[src/rtl/gray_mixed_pkg.sv]
package gray_mixed_pkg;
  localparam int STATE_W = 3;
  localparam int A_IDX   = 2;
  localparam int B_IDX   = 1;
  localparam int C_IDX   = 0;
  localparam logic [STATE_W-1:0] START_CODE = '0;

  typedef logic [STATE_W-1:0] gstate_t;

  typedef struct packed {
    logic ja;
    logic ka;
    logic db;
    logic tc;
  } excite_t;
endpackage

[src/rtl/gmc_jk_cell.sv]
module gmc_jk_cell (
  input  logic clk,
  input  logic rst,
  input  logic j,
  input  logic k,
  output logic q
);
  always_ff @(posedge clk) begin
    if (rst) q <= 1'b0;
    else begin
      case ({j, k})
        2'b10:   q <= 1'b1;
        2'b01:   q <= 1'b0;
        2'b11:   q <= ~q;
        default: q <= q;
      endcase
    end
  end
endmodule

[src/rtl/gmc_d_cell.sv]
module gmc_d_cell (
  input  logic clk,
  input  logic rst,
  input  logic d,
  output logic q
);
  always_ff @(posedge clk) begin
    if (rst) q <= 1'b0;
    else     q <= d;
  end
endmodule

[src/rtl/gmc_t_cell.sv]
module gmc_t_cell (
  input  logic clk,
  input  logic rst,
  input  logic t,
  output logic q
);
  always_ff @(posedge clk) begin
    if (rst)    q <= 1'b0;
    else if (t) q <= ~q;
  end
endmodule

[src/rtl/gmc_excite.sv]
module gmc_excite
  import gray_mixed_pkg::*;
(
  input  gstate_t cur,
  output excite_t exc
);
  logic a, b, c;
  always_comb begin
    a = cur[A_IDX];
    b = cur[B_IDX];
    c = cur[C_IDX];
    exc.ja = b & ~c;
    exc.ka = ~b & ~c;
    exc.db = a ? (b & ~c) : (b | c);
    exc.tc = ~(a ^ b ^ c);
  end
endmodule

[src/rtl/gray_mixed_counter.sv]
module gray_mixed_counter
  import gray_mixed_pkg::*;
(
  input  logic         clk,
  input  logic         rst,
  output logic [2:0]   state_o,
  output logic         ja_o,
  output logic         ka_o,
  output logic         db_o,
  output logic         tc_o
);
  gstate_t cur;
  excite_t exc;

  gmc_excite u_exc (.cur(cur), .exc(exc));

  gmc_jk_cell u_a (.clk(clk), .rst(rst), .j(exc.ja), .k(exc.ka), .q(cur[A_IDX]));
  gmc_d_cell  u_b (.clk(clk), .rst(rst), .d(exc.db), .q(cur[B_IDX]));
  gmc_t_cell  u_c (.clk(clk), .rst(rst), .t(exc.tc), .q(cur[C_IDX]));

  assign state_o = cur;
  assign ja_o    = exc.ja;
  assign ka_o    = exc.ka;
  assign db_o    = exc.db;
  assign tc_o    = exc.tc;
endmodule

[config.mk]
export PLATFORM = sky130hd
export DESIGN_NAME = gray_mixed_counter
export DESIGN_NICKNAME = d
export VERILOG_FILES = /design/src/rtl/gray_mixed_pkg.sv /design/src/rtl/gmc_jk_cell.sv /design/src/rtl/gmc_d_cell.sv /design/src/rtl/gmc_t_cell.sv /design/src/rtl/gmc_excite.sv /design/src/rtl/gray_mixed_counter.sv
export SDC_FILE = /design/constraint.sdc
export NUM_CORES = 1
export LEC_CHECK = 0
export ABC_AREA = 1
export BUFFER_PORTS_ARGS = -buffer_cell sky130_fd_sc_hd__buf_2
export CORE_AREA = 2 2 39 41
export CTS_BUF_LIST = sky130_fd_sc_hd__clkbuf_4 sky130_fd_sc_hd__clkbuf_8
export DETAILED_ROUTE_END_ITERATION = 10
export DIE_AREA = 0 0 41 43
export PLACE_DENSITY_LB_ADDON = 0.05
export SLEW_MARGIN = 0
export SYNTH_ARGS = -nofsm -noshare
export SYNTH_HDL_FRONTEND = slang
export SYNTH_SLANG_ARGS = --single-unit
[constraint.sdc]
create_clock -name clk -period 0.92 [get_ports clk]
set_clock_uncertainty 0.15 [all_clocks]
set_input_delay 0.184 -clock clk [delete_from_list [all_inputs] [get_ports clk]]
set_output_delay 0.184 -clock clk [all_outputs]
set_load 0.01 [all_outputs]
## After elaboration in Yosys (flattened, before gate mapping)

Cells that the tools add are included.

| word-level totals | value |
|---|---|
| output and inout port bits | 7 |
| bits in registers | 3 |

| operators by class | value |
|---|---|
| reduce and logical (&&, ||, !) cells | 1 |
| mux-type cells | 2 |
| bitwise logic cells | 9 |
| equal/unequal tests | 3 |

Operator list:

| kind | number |
|---|---|
| $eq 2x2->1 const B | 2 |
| $not 1->1 | 4 |
| $pmux 1 s3 | 1 |
| $reduce_bool 3->1 | 1 |
| $and 1x1->1 | 2 |
| $eq 2x1->1 const B | 1 |
| $xor 1x1->1 | 2 |
| $mux 1 | 1 |
| $or 1x1->1 | 1 |

## Longest topological paths before layout

| logic depth | value |
|---|---|
| word-level depth | 4 |
| gate-level depth with buffers | 4 |
| mapped depth without buffers | 4 |

## Modules after synthesis

Synthesis repeated with hierarchy kept, for this count alone.

| unflattened totals | value |
|---|---|
| cell total of the unflattened synthesis | 27 |
| area total of the unflattened synthesis | 155.1 sq um |

Modules (own cells, without submodules):

| module | seq. area each (sq um) | times used | cells an instance | area an instance (sq um) |
|---|---|---|---|---|
| gmc_excite | 0.0 | 1 | 12 | 47.5 |
| gmc_jk_cell | 20.0 | 1 | 6 | 38.8 |
| gmc_t_cell | 20.0 | 1 | 6 | 38.8 |
| gmc_d_cell | 20.0 | 1 | 3 | 30.0 |

## Least setup slack after synthesis

No wires, ideal clock.

| timing | value |
|---|---|
| path type | flip-flop to output port |
| start | register u_b.q |
| end | output port tc_o |
| cell stages (with the launch flop) | 5 |
| buffers on the path | 0 |
| setup slack | -0.087 ns |
| data required time | 0.586 ns |
| arrival | 0.673 ns |
| cell sequence | dfxtp_1 inv_1 nand2_1 nand3_1 nand2_1 |

| between the ends | value |
|---|---|
| longest elaborated chain between the ends | 3 |

RTL lines:

| item | RTL line | source |
|---|---|---|
| from (decl) | gmc_d_cell.sv:5 | `output logic q` |
| from (signal assigned) | gmc_d_cell.sv:8 | `if (rst) q <= 1'b0;` |
| from (signal assigned) | gmc_d_cell.sv:9 | `else q <= d;` |
| $xor 1x1->1 (2 in a row) | gmc_excite.sv:15 | `exc.tc = ~(a ^ b ^ c);` |
| $not 1->1 | gmc_excite.sv:15 |  |
| to (decl) | gray_mixed_counter.sv:10 | `output logic tc_o` |

Every way passes these cells.

## Worst setup path in the final report

| timing | value |
|---|---|
| start | register u_a.q |
| end | output port tc_o |

| between the ends | value |
|---|---|
| longest elaborated chain between the ends | 3 |

RTL lines:

| item | RTL line | source |
|---|---|---|
| from (decl) | gmc_jk_cell.sv:6 | `output logic q` |
| from (signal assigned) | gmc_jk_cell.sv:14 | `2'b11: q <= ~q;` |
| from (signal assigned) | gmc_jk_cell.sv:15 | `default: q <= q;` |
| $xor 1x1->1 (2 in a row) | gmc_excite.sv:15 |  |
| $not 1->1 | gmc_excite.sv:15 |  |

Every way passes these cells.

==> run summary <==
CP Class - reg2out
Die height - 43 um
Clock transition at path regs - 0.03 ns
Slew Viols, Final - 0
RSZ-0062 raised after global routing - yes
DPL Wire Length - 322 um
Violated checks - negative setup slack
Die width - 41 um
Final Wtd Congestion - 0.573
CTS tree - built
Run status - finished, violations left
Yosys reg bits - 3
Pre-antenna DRT Iters - 2
Crit path launch type - register
CTS Root Cell - clkbuf_4
Mapped Area - 160 um^2
Largest net degree at the start of global routing - 6
Syn. warnings - 0
WL met3 - 16 um
Vias in the first global route - 201
Met2 routed wirelength - 226 um
CP required - 0.59 ns
Share of cells above drive strength 1 - 85.4%
Die Footprint - 1760 um^2
First-pass GRT wire length - 772 um
Setup Viol. Count Final - 9
Crit path DAT - 0.93 ns
Sequential share of the synthesized area - 37.5%
Htree depth - 1
CTS Sinks - 3
Vias/cell - 3.46
Tmin final - 1.26 ns
Critical Path Sink Type - output pin
Initial antenna violation count - 0
Area Growth Syn to Fin - 127%
Core area - 1380 um^2
Grt total ovfl - 0
VDD IR max - 658 uV
Worst Tran Pin Value - 0.0953 ns
Area of the multi-input gates - 96.3 um^2
Count of cell types in the netlist - 7
Most frequent cells in the layout - buf_6 (6), nand2_1 (5), buf_4 (5)
Mapped Cells - 25
Routed wire per std cell - 7.54 um
Net Count, Synth - 27
Max cap viols - 0
Drt drc - 0
Worst setup margin - -0.342 ns
Fmax - 0.793 GHz
Drt total wl - 430 um
Final hold vios - 0
Top sig layer - met3
Most common cell after layout, fill and taps aside - buf_6
Clock Path Buffers - 2
HP Class - in2reg
Mean Syn Cell Area - 6.41 um^2
Num CTS Buffers - 3
DRT iter0 DRCs - 1
Worst slew margin - 93.6%
Leak Pwr - 0.178 nW
Tot GR Track Use - 6.92%
CP Max Fanout - 5
Total power - 0.000651 W
Layout Nets - 44
Reg area - 71.3 um^2
DR vias - 197
Clk_lat worst skew - 0.23 ns
WL met1 - 187 um
Initial core utilization - 11.6%
FILL cells - 166
Cell area power density - 1790 nW/um^2
Tcrit/Tclk final - 137%
Io pins - 9
Port bufs - 8
DRT antenna net count - 0
# rows - 14
Antenna diodes - 0
WHS - 0.0119 ns
[synthesized netlist by cell type]
cell	number	share of area, %
dfxtp_1	3	38
buf_4	3	14
nor2_1	1	2.3
nand3_1	2	6.3
a21oi_1	3	9.4
inv_1	4	9.4
nand2_1	9	21
[per-layer routing]
metal  vias to the layer above  track usage, %
li1                        106               -
met3                         0            3.14
met5                         -               0
met1                        87            8.97
met4                         0            8.00
met2                         4            7.19
[flip-flops by register name, indices dropped and copies added, names as in the netlist]
name	cells
u_a.q	1
u_b.q	1
u_c.q	1
[critical path, stage by stage, from the launching register on]
cell and delay, ns:
dfxtp_4 0.37, nand2_1 0.09, nand3_2 0.08, nand2_2 0.05, buf_6 0.11
[cell families (layout without fill, tap and decap cells)]
family | count (synthesis) | count (layout) | share of synthesized area, %
AOI/OAI and AO/OA | 3 | 3 | 9.37
buffers and inverters | 7 | 23 | 23.4
DFF | 3 | 3 | 37.5
and+or+nand+nor | 12 | 12 | 29.7
[where the power goes]
part / total, W / switching (W) / internal (W)
Combinational: 0.000229 / 0.0000989 / 0.000130
Sequential: 0.000171 / 0.0000245 / 0.000146
Clock: 0.000252 / 0.0000605 / 0.000191
[per-stage QoR]
step	worst slack [ns]	utilization, %	setup TNS, ns	cells	area (um^2)
after floorplan	-0.0346	-	-0.0346	25	166
after global placement	-0.175	18.0	-0.665	52	249
after detailed placement	-0.170	18.0	-0.502	52	249
after CTS	-0.359	25.7	-2.15	57	355
after global routing	-0.407	26.2	-2.43	57	363
final	-0.342	26.2	-2.01	57	363
[final cells by class]
type | instances | area share, %
clock buffer | 4 | 8.28
inverter | 4 | 5.52
multi-input combinational | 15 | 26.6
sequential | 3 | 19.7
tap | 16 | 5.52
timing repair buffer | 15 | 34.5
[worst paths after layout]
| path | startpoint | to | slack [ns] | depth (start not counted) |
|---|---|---|---|---|
| worst max register to register | u_b.q | u_c.q | -0.02 | 4 |
| worst min register to register | u_a.q | u_a.q | 0.38 | 2 |
| worst max-delay path | u_a.q | tc_o | -0.34 | 4 |
| worst min-delay path | rst | u_c.q | 0.01 | 2 |
[what timing repair did]
item | 4_1_cts | 5_1_grt
endpoints found under the setup margin | 10 | 10
endpoints found under the hold margin | 3 | 0
resized for setup | 20 | 3
pin swaps | 5 | 0
setup buffers | 5 | 0
(Power assumes the default switching activity.)
